===== config.mk =====
export PLATFORM = sky130hd
export DESIGN_NAME = paced_xfer_engine
export DESIGN_NICKNAME = d
export VERILOG_FILES = /design/src/rtl/pxe_pkg.sv /design/src/rtl/pxe_ctrl.sv /design/src/rtl/pxe_datapath.sv /design/src/rtl/paced_xfer_engine.sv
export SDC_FILE = /design/constraint.sdc
export NUM_CORES = 1
export LEC_CHECK = 0
export BUFFER_PORTS_ARGS = -buffer_cell sky130_fd_sc_hd__buf_2
export CAP_MARGIN = 25
export CORE_MARGIN = 2
export CORE_UTILIZATION = 36
export DETAILED_ROUTE_END_ITERATION = 16
export PLACE_DENSITY = 0.57
export SLEW_MARGIN = 20
export SYNTH_ARGS = -nofsm -noshare
export SYNTH_HDL_FRONTEND = slang
export SYNTH_SLANG_ARGS = --single-unit

===== constraint.sdc =====
create_clock -name clk -period 2.3 [get_ports clk]
set_clock_uncertainty 0.05 [all_clocks]
set_input_delay 0.46 -clock clk [delete_from_list [all_inputs] [get_ports clk]]
set_output_delay 0.46 -clock clk [all_outputs]
set_load 0.02 [all_outputs]

===== src/rtl/pxe_pkg.sv =====
package pxe_pkg;
  localparam int PTR_W = 5;
  localparam logic [PTR_W-1:0] ADDR_CTRL   = 5'd0;
  localparam logic [PTR_W-1:0] ADDR_CNT_LO = 5'd1;
  localparam logic [PTR_W-1:0] ADDR_CNT_HI = 5'd2;
  localparam logic [PTR_W-1:0] ADDR_START  = 5'd3;
  localparam logic [PTR_W-1:0] ADDR_ACK    = 5'd4;
  localparam logic [PTR_W-1:0] ADDR_MULT   = 5'd5;

  typedef struct packed {
    logic loadLo;
    logic loadHi;
    logic step;
  } dpStrobe_t;
endpackage


===== src/rtl/pxe_ctrl.sv =====
module pxe_ctrl
  import pxe_pkg::*;
#(
  parameter int MULT_W     = 4,
  parameter int BASE_STEP  = 4,
  parameter int MULT_RESET = 6
) (
  input  logic       clk,
  input  logic       rstN,
  input  logic       selWr,
  input  logic       dataWr,
  input  logic [7:0] wrData,
  input  logic       outReady,
  input  logic       countZero,
  output dpStrobe_t  strobe,
  output logic       outValid,
  output logic [7:0] statusOut
);
  localparam int TIMER_W = $clog2(BASE_STEP * (2 ** MULT_W));

  logic [PTR_W-1:0]   ptr;
  logic               outEn;
  logic [MULT_W-1:0]  mult;
  logic               active;
  logic               busyN;
  logic               irqN;
  logic [TIMER_W-1:0] timer;
  logic [TIMER_W-1:0] reloadVal;
  logic wrHit, wrStart, wrAck, start, accept, finish;

  assign wrHit     = dataWr & ~selWr;
  assign wrStart   = wrHit && (ptr == ADDR_START);
  assign wrAck     = wrHit && (ptr == ADDR_ACK);
  assign start     = wrStart & outEn;
  assign outValid  = active && (timer == '0);
  assign accept    = outValid & outReady;
  assign finish    = accept & countZero;
  assign reloadVal = TIMER_W'(BASE_STEP * int'(mult) - 1);

  assign strobe.loadLo = wrHit && (ptr == ADDR_CNT_LO);
  assign strobe.loadHi = wrHit && (ptr == ADDR_CNT_HI);
  assign strobe.step   = accept;
  assign statusOut     = {6'h3F, irqN, busyN};

  // register pointer and plain registers
  always_ff @(posedge clk or negedge rstN) begin
    if (!rstN) begin
      ptr   <= '0;
      outEn <= 1'b0;
      mult  <= MULT_W'(MULT_RESET);
    end else begin
      if (selWr) ptr <= wrData[PTR_W-1:0];
      else if (dataWr && ptr != ADDR_START && ptr != ADDR_ACK) ptr <= ptr + 1'b1;
      if (wrHit && ptr == ADDR_CTRL) outEn <= wrData[0];
      if (wrHit && ptr == ADDR_MULT)
        mult <= (wrData[MULT_W-1:0] == '0) ? MULT_W'(1) : wrData[MULT_W-1:0];
    end
  end

  // run sequencer and pacing timer
  always_ff @(posedge clk or negedge rstN) begin
    if (!rstN) begin
      active <= 1'b0;
      busyN  <= 1'b1;
      timer  <= '0;
    end else if (start) begin
      active <= 1'b1;
      busyN  <= 1'b0;
      timer  <= '0;
    end else if (active) begin
      if (outValid) begin
        if (!outReady) active <= 1'b0;
        else if (countZero) begin
          active <= 1'b0;
          busyN  <= 1'b1;
        end else timer <= reloadVal;
      end else begin
        timer <= timer - 1'b1;
      end
    end
  end

  // end-of-run flag: completion outranks acknowledge
  always_ff @(posedge clk or negedge rstN) begin
    if (!rstN) irqN <= 1'b1;
    else if (finish) irqN <= 1'b0;
    else if (wrAck) irqN <= 1'b1;
  end
endmodule


===== src/rtl/pxe_datapath.sv =====
module pxe_datapath
  import pxe_pkg::*;
#(
  parameter int BUF_AW = 6
) (
  input  logic              clk,
  input  logic              rstN,
  input  dpStrobe_t         strobe,
  input  logic [7:0]        wrData,
  output logic              countZero,
  output logic [15:0]       countOut,
  output logic [BUF_AW-1:0] bufAddr
);
  logic [15:0]       cnt;
  logic [BUF_AW-1:0] addr;

  always_ff @(posedge clk or negedge rstN) begin
    if (!rstN) begin
      cnt  <= '0;
      addr <= '0;
    end else begin
      if (strobe.loadLo) cnt[7:0]  <= wrData;
      if (strobe.loadHi) cnt[15:8] <= wrData;
      if (!strobe.loadLo && !strobe.loadHi && strobe.step) cnt <= cnt - 16'd1;
      if (strobe.step) addr <= addr + 1'b1;
    end
  end

  assign countZero = (cnt == 16'd0);
  assign countOut  = cnt;
  assign bufAddr   = addr;
endmodule


===== src/rtl/paced_xfer_engine.sv =====
module paced_xfer_engine
  import pxe_pkg::*;
#(
  parameter int BUF_AW     = 6,
  parameter int MULT_W     = 4,
  parameter int BASE_STEP  = 4,
  parameter int MULT_RESET = 6
) (
  input  logic              clk,
  input  logic              rstN,
  input  logic              regSelWr,
  input  logic              regDataWr,
  input  logic [7:0]        regWrData,
  output logic [BUF_AW-1:0] bufAddr,
  input  logic [7:0]        bufData,
  output logic              outValid,
  output logic [7:0]        outData,
  input  logic              outReady,
  output logic [7:0]        statusOut,
  output logic [15:0]       countOut
);
  dpStrobe_t strobe;
  logic      countZero;

  pxe_ctrl #(
    .MULT_W(MULT_W), .BASE_STEP(BASE_STEP), .MULT_RESET(MULT_RESET)
  ) ctrl_i (
    .clk(clk), .rstN(rstN), .selWr(regSelWr), .dataWr(regDataWr),
    .wrData(regWrData), .outReady(outReady), .countZero(countZero),
    .strobe(strobe), .outValid(outValid), .statusOut(statusOut)
  );

  pxe_datapath #(.BUF_AW(BUF_AW)) dp_i (
    .clk(clk), .rstN(rstN), .strobe(strobe), .wrData(regWrData),
    .countZero(countZero), .countOut(countOut), .bufAddr(bufAddr)
  );

  assign outData = bufData;
endmodule


After elaboration in Yosys (flattened, before gate mapping)

Cells that the tools add are included.

Memories kept: 0
Word-level logic and storage cells: 79
Memory bits (writable): 0
Bits of input ports: 21
Bits in read-only memories: 0
Output and inout bits: 39
Register bits: 41
Bits in latches: 0

Mux-type cells: 23
$lt $le $gt $ge: 0
Shift-type cells: 0
Divide/modulo/power cells: 0
Reductions and logical operators: 27
$mul: 0
Eq/ne operators: 9
Add/sub/neg operators: 5
Bitwise logic cells: 5

Operator list:

| kind                  | number |
|---|---|
| $mux 6                | 5 |
| $logic_not 16->1      | 1 |
| $mux 16               | 1 |
| $mux 8                | 2 |
| $reduce_bool 2->1     | 8 |
| $sub 16x1->16 const B | 1 |
| $mux 1                | 12 |
| $sub 6x1->6 const B   | 2 |
| $logic_and 1x1->1     | 11 |
| $eq 5x2->1 const B    | 2 |
| $eq 5x3->1 const B    | 2 |
| $mux 5                | 2 |
| $add 6x1->6 const B   | 1 |
| $logic_not 6->1       | 1 |
| $ne 3x3->1 const B    | 2 |
| $add 5x1->5 const B   | 1 |
| $eq 5x1->1 const B    | 1 |
| $logic_not 5->1       | 1 |
| $ne 5x2->1 const B    | 1 |
| $ne 5x3->1 const B    | 1 |
| $and 1x1->1           | 4 |
| $logic_not 4->1       | 1 |
| $mux 4                | 1 |
| $reduce_and 4->1      | 1 |
| other kinds (3)       | 4 |

Depth between registers and ports, before layout

Gate-level depths: netlist of run 1.

Depth after elaboration: 7
Mapped depth: 8
Depth with buffers taken out: 7

Cells and area by module

A second synthesis of run 1 with hierarchy kept.

Cell total of the unflattened synthesis: 252
Area, all modules: 2,474.9 µm²

By module, submodules not included:

| module            | instances | seq. area each (µm²) | area each (µm²) | cells an instance |
|---|---|---|---|---|
| pxe_ctrl          | 1         | 480.5                | 1,229.9         | 126 |
| pxe_datapath      | 1         | 550.5                | 1,184.9         | 118 |
| paced_xfer_engine | 1         | 0.0                  | 60.1            | 8 |

Worst setup path after synthesis of run 1

No wires, ideal clock.

Path type: register to register
From: register dp_i.cnt[0], in the netlist dp_i.countOut[0]
To: register ctrl_i.timer[2]
Setup time: 77 ps
Clock period less this slack: 2,087 ps
Buffers on the path: 1
Slack: 213 ps
Data arrival time: 1,959 ps
Stages on the path, launching flop included: 9
Data required time: 2,173 ps
Cell sequence: dfrtp_1 -> inv_1 -> ha_1 -> nor2b_1 -> and3_1 -> buf_6 -> and3_1 -> or4_1 -> a21oi_1

Word-level cells in the longest chain between the ends: 3

Ends and longest elaborated chain:

| item                       | RTL line           | RTL |
|---|---|---|
| start, declared            | pxe_datapath.sv:14 | `logic [15:0] cnt;` |
| start signal, assigned     | pxe_datapath.sv:22 | `if (strobe.loadLo) cnt[7:0] <= wrData;` |
| start signal, assigned     | pxe_datapath.sv:24 | `if (!strobe.loadLo && !strobe.loadHi && strobe.step) cnt <= cnt - 16'd1;` |
| $logic_not 16->1           | pxe_datapath.sv:29 | `assign countZero = (cnt == 16'd0);` |
| $ne 3x3->1 (no line)       | -                  |  |
| $reduce_and 3->1 (no line) | -                  |  |
| end signal, assigned       | pxe_ctrl.sv:76     | `end else timer <= reloadVal;` |
| end signal, assigned       | pxe_ctrl.sv:78     | `timer <= timer - 1'b1;` |
| end, declared              | pxe_ctrl.sv:27     | `logic [TIMER_W-1:0] timer;` |

Every way passes these cells.
A chain may end at the register's enable or synchronous reset.

Worst setup path in the final report of run 1

From: register ctrl_i.timer[3]
To: output port outValid

Word-level cells in the longest chain between the ends: 2

Ends and longest elaborated chain:

| item              | RTL line                | RTL |
|---|---|---|
| $logic_not 6->1   | pxe_ctrl.sv:35          | `assign outValid = active && (timer == '0);` |
| $logic_and 1x1->1 | pxe_ctrl.sv:35          |  |
| end, declared     | paced_xfer_engine.sv:16 | `output logic outValid,` |

Every way passes these cells.

==> metrics, run 1 <==
status completed; maximum clock frequency around 460 MHz; die area between 0.007 and 0.008 sq mm; post-route minimum period around 2.2 ns; largest net degree at the start of global routing 42; die width about 87 um; area leader, netlist dfrtp_1; Synthesis Warnings 0; # rows 30; Worst Setup End Kind output port; Port-buffer cells 37; maxcap violations 0; final RePlAce weighted congestion between 0.7 and 0.8; post-synthesis register bit count 41; top_reg_cell synth dfrtp_1; CTS HTree Levels 2; remaining global-route overflow 0; Fillers slightly below 700; worst vdd ir 0.404 mV; first-pass GRT wire length 9370 um; remaining antenna violation count after routing 0; crit path DAT around 1.7 ns; First-pass DRT Iterations 4; Post-synth EDFFs 0; drt first-iter violations 117; area of the multi-input gates roughly 0.0013 sq mm; final hold vios 0; Worst Path Max Fanout 6; Setup-failing EPs final 0; chip height between 80 and 90 um; Critical Path RT between 1.5 and 2 ns; Pleak roughly 1.3 nW; starting density of the core 36.9%; worst rel slew slack between 60 and 70%; # clock sinks just over 40; layout cells sized above 1 between 20% and 30%; routed len/inst roughly 15 um; Least-Margin Pin Slew approximately 0.55 ns; Async SR Flop Fraction 100%; Post-Syn Area per Cell around 9.6 sq um; Final Util between 40 and 50%; CP Class reg2out; Hold Crit Class in2async; area of the mapped netlist around 0.0025 sq mm; vias in the first global route between 1500 and 2000; CTS tree done; via density per instance ~5.3; Final Max Tran Viols 0; Clock transition at path regs ~0.080 ns; Design Power 2.60 mW; IO Pins 60; hold buffer count at CTS 0; post-route clock period utilization a little over nine tenths; gr usage total 15.6%; Layout Nets around 320; register area share after synthesis 41.5%; cts bufs inserted 5; root buf cell clkbuf_8; Setup TNS 0 ns; top cell type's share of synthesized area between 30% and 40%; Post-Synthesis Cells roughly 260; post-DP HPWL ~4100 um; Routed Wire Length between 5000 and 6000 um; initial antenna violation count 0; n_diodes 0; Via Count 1977; Hold WS approximately 0.18 ns; PwrDens roughly 940 mW/mm^2; Max Buffers Root-to-Sink 2; Core Area approximately 0.0067 sq mm; Synth area leaders dfrtp_1 (37%), xnor2_1 (4.9%), buf_4 (4.8%); clk_lat worst skew slightly below 0.3 ns; Area Growth Syn to Fin 11.5%; CP Launch Type register; register area 0.00103 sq mm; post-synth cell types between 40 and 50; RSZ-0062 raised after global routing no; DRC 0
state kept, by name, summed over array words and instances, names as in the netlist:
register / cells
ctrl_i.irqN: 1
dp_i.countOut: 16
dp_i.bufAddr: 6
ctrl_i.active: 1
ctrl_i.ptr: 5
ctrl_i.outEn: 1
ctrl_i.busyN: 1
ctrl_i.timer: 6
ctrl_i.mult: 4
through the flow:
step | area (sq um) | cells | worst slack (ns)
2_1_floorplan | 2500 | 264 | 0.213
3_3_place_gp | 2680 | 365 | 0.250
3_5_place_dp | 2680 | 365 | 0.220
4_1_cts | 2770 | 373 | 0.169
5_1_grt | 2770 | 373 | 0.0129
6_report | 2770 | 373 | 0.145
worst max-delay path, cell delays in order (launching register included):
cell and delay (ns):
dfrtp_1 0.44, nor4_2 0.38, nand3_1 0.22, inv_2 0.14, buf_2 0.18
Yosys cell counts, types with 2 or more instances:
library cell	number
dfrtp_1	37
nand2_1	23
nor2_1	18
buf_4	16
xnor2_1	14
a21oi_1	13
xor2_1	11
inv_1	10
nand4_1	9
nor3_1	9
ha_1	8
mux2_2	7
nand3_1	7
o21ai_0	7
a31oi_1	6
nor4_1	5
and3_1	4
buf_2	4
dfstp_2	4
o21ai_1	4
or3_1	4
clkbuf_1	3
mux2i_1	3
nand4b_1	3
nor2b_1	3
or4_1	3
a311oi_1	2
nor4_2	2
o31ai_1	2
cell type report:
type	count	area share [%]
Multi-Input combinational cell	188	45.8
Clock inverter	2	0.362
Inverter	11	1.49
Tap cell	80	3.62
Sequential cell	41	37.3
Clock buffer	6	2.62
Timing Repair Buffer	45	8.86
layer usage:
metal	vias to the layer above	part of all wire, %	GRT usage (%)
met5	-	0	0
met4	0	0.64	2.98
met3	5	4.0	3.03
met2	45	44	23.5
met1	962	52	23.4
li1	965	-	-
power by group:
part           total (mW)  leakage, nW  switching (mW)  internal (mW)
Clock               0.463       0.0450           0.253          0.211
Combinational       0.927        0.716           0.520          0.406
Sequential           1.21        0.505           0.276          0.930
path summary, 6_finish.rpt:
path / slack [ns] / cells past startpoint / to / start
max: 0.14 / 4 / outValid / ctrl_i.timer[3]
min: 0.18 / 2 / dp_i.bufAddr[3] / rstN
max reg2reg: 0.22 / 7 / ctrl_i.timer[3] / dp_i.countOut[0]
min reg2reg: 0.43 / 1 / dp_i.bufAddr[5] / dp_i.bufAddr[5]
max in group asynchronous: 1.66 / 2 / ctrl_i.irqN / rstN
min in group clk: 0.37 / 3 / dp_i.countOut[7] / regWrData[7]
placed cells by master, fill, tap and decap left out, types with 2 or more instances in the layout:
| master | instances |
|---|---|
| nand4b_1 | 3 |
| ha_1 | 8 |
| or3_1 | 4 |
| nand2_1 | 23 |
| o21ai_0 | 7 |
| a311oi_1 | 2 |
| inv_1 | 10 |
| mux2_2 | 7 |
| a31oi_1 | 6 |
| or4_1 | 3 |
| nor4_1 | 5 |
| nor3_1 | 9 |
| o21ai_1 | 4 |
| clkinv_2 | 2 |
| nand4_1 | 9 |
| dfrtp_1 | 37 |
| nand3_1 | 7 |
| dfstp_2 | 4 |
| xnor2_1 | 14 |
| nor2_1 | 18 |
| buf_4 | 8 |
| nor4_2 | 2 |
| buf_2 | 37 |
| xor2_1 | 11 |
| clkbuf_8 | 5 |
| o31ai_1 | 2 |
| mux2i_1 | 3 |
| nor2b_1 | 3 |
| and3_1 | 4 |
| conb_1 | 6 |
| a21oi_1 | 13 |
what timing repair did:
item | 4_1_cts | 5_1_grt
setup endpoints to repair | 0 | 1
resized for setup | 0 | 1
setup buffers | 0 | 0
cells by family after synthesis:
logic type / count (synthesis) / share of synthesized area (%)
simple gates: 98 / 22.9
compound gates: 41 / 9.98
fa+ha+maj: 8 / 4.03
buf+inv: 35 / 8.22
flops: 41 / 41.5
mux: 10 / 4.39
other cells: 1 / 0.151
xor+xnor: 25 / 8.82
No activity file was read; power rests on OpenSTA's default activity.
==> run 2: changes to the inputs <==
Clock period 2.3 ns to 2.6 ns, I/O delays scaled along.
==> run 2 against run 1 <==
Routed wire length down 1.9%; design area down 0.45%; sequential share of layout area up 0.17 points; first-iteration DRC count down 21%.
==> metrics, run 2 (synthesis gave the netlist of run 1 again) <==
status completed; largest net degree at the start of global routing 24; Final Util around two fifths; PwrDens ~850 mW/mm^2; CP Launch Type register; CTS tree done; R2R cell count 7; Via Count ~1900; post-route clock period utilization between 80% and 90%; maximum clock frequency about 450 MHz; initial antenna violation count 0; die width between 80 and 90 um; cts bufs inserted 5; Hold Crit Class in2async; Fillers ~660; vias in the first global route approximately 1800; Setup TNS 0 ns; via density per instance approximately 5.2; Final Max Tran Viols 0; Pleak 1.25 nW; root buf cell clkbuf_8; R2R Setup Slk 0.47 ns; starting density of the core between 30% and 40%; Clock transition at path regs about 0.080 ns; area of the multi-input gates between 0.001 and 0.0015 sq mm; First-pass DRT Iterations 4; CP Class reg2out; clk_lat worst skew about 0.29 ns; R2R Path End dp_i.countOut[12]; gr usage total between 10% and 20%; Worst Path Max Fanout 6; Worst Setup End Kind output port; maxcap violations 0; worst vdd ir 0.452 mV; # rows 30; n_diodes 0; die area 0.00758 sq mm; Routed Wire Length approximately 5500 um; post-route minimum period 2.23 ns; R2R Path Start dp_i.countOut[0]; Setup-failing EPs final 0; Least-Margin Pin Slew around 0.52 ns; CTS HTree Levels 2; # clock sinks 41; worst rel slew slack 65.1%; crit path DAT about 1.7 ns; hold buffer count at CTS 0; Port-buffer cells 37; Critical Path RT between 2 and 2.5 ns; DRC 0; drt first-iter violations 93; worst setup path start ctrl_i.timer[3]; chip height approximately 87 um; post-DP HPWL ~4000 um; Setup Buffers After CTS 0; Core Area around 0.0067 sq mm; flip-flop count of the largest register after layout 16; final hold vios 0; Area Growth Syn to Fin 11.0%; final RePlAce weighted congestion between 0.8 and 0.9; Max Buffers Root-to-Sink 2; IO Pins 60; register area 0.00103 sq mm; layout cells sized above 1 between 20% and 30%; RSZ-0062 raised after global routing no; remaining global-route overflow 0; routed len/inst about 15 um; commonest cells after routing, fill and taps aside dfrtp_1 (37), buf_2 (37), nand2_1 (23), nor2_1 (18), xnor2_1 (14); first-pass GRT wire length ~9200 um; remaining antenna violation count after routing 0; cts repair resizes 0; Layout Nets approximately 320
-- run 2: cell count changes in the layout (fill, tap and decap cells not counted), sizes merged --
cell,previous run,this run
buf,45,41
clkinv,2,1
clkbuf,6,7
-- run 2: per-stage QoR --
step | area, sq um | worst slack [ns] | hold slack, ns | std cells | power, mW
global placement | 2650 | 0.479 | 0.403 | 361 | 1.88
floorplan | 2500 | 0.513 | 0.174 | 264 | 1.63
detailed placement | 2650 | 0.427 | 0.409 | 361 | 1.89
CTS | 2760 | 0.363 | 0.133 | 369 | 2.36
finish | 2760 | 0.375 | 0.119 | 369 | 2.34
global route | 2760 | 0.249 | 0.154 | 369 | 2.53
-- run 2: layer usage --
metal  vias to the layer above  routed length, um  GRT usage (%)
met5                         -                  0              0
met3                         5                219           2.94
li1                        956                  -              -
met4                         0                 47           4.12
met1                       923               2860           23.4
met2                        42               2390           22.8
-- run 2: worst max-delay path by stage --
stage / endpoint / slack (ns) / cells after the start
2_1_floorplan: ctrl_i.timer[2] / 0.51 / 8
3_3_place_gp: dp_i.countOut[9] / 0.48 / 6
3_5_place_dp: dp_i.countOut[13] / 0.43 / 6
4_1_cts: outValid / 0.36 / 4
5_1_grt: outValid / 0.25 / 4
6_report: outValid / 0.37 / 4
-- run 2: cell type report --
type	count	share of cell area, %
clock buffers	7	3.50
repair buffers	41	7.81
multi-input cells	188	46.0
flip-flops and latches	41	37.4
well taps	80	3.63
inverters	11	1.50
clock inverters	1	0.182
-- run 2: report_power, final --
group | leakage, nW | internal [mW] | switching [mW]
registers | 0.505 | 0.823 | 0.244
clock network | 0.0542 | 0.240 | 0.230
logic | 0.695 | 0.356 | 0.450
-- run 2: critical path: stages, from the launching register on --
cell	delay (ns)
dfrtp_1	0.44
nor4_2	0.39
nand3_1	0.21
inv_2	0.14
buf_2	0.17
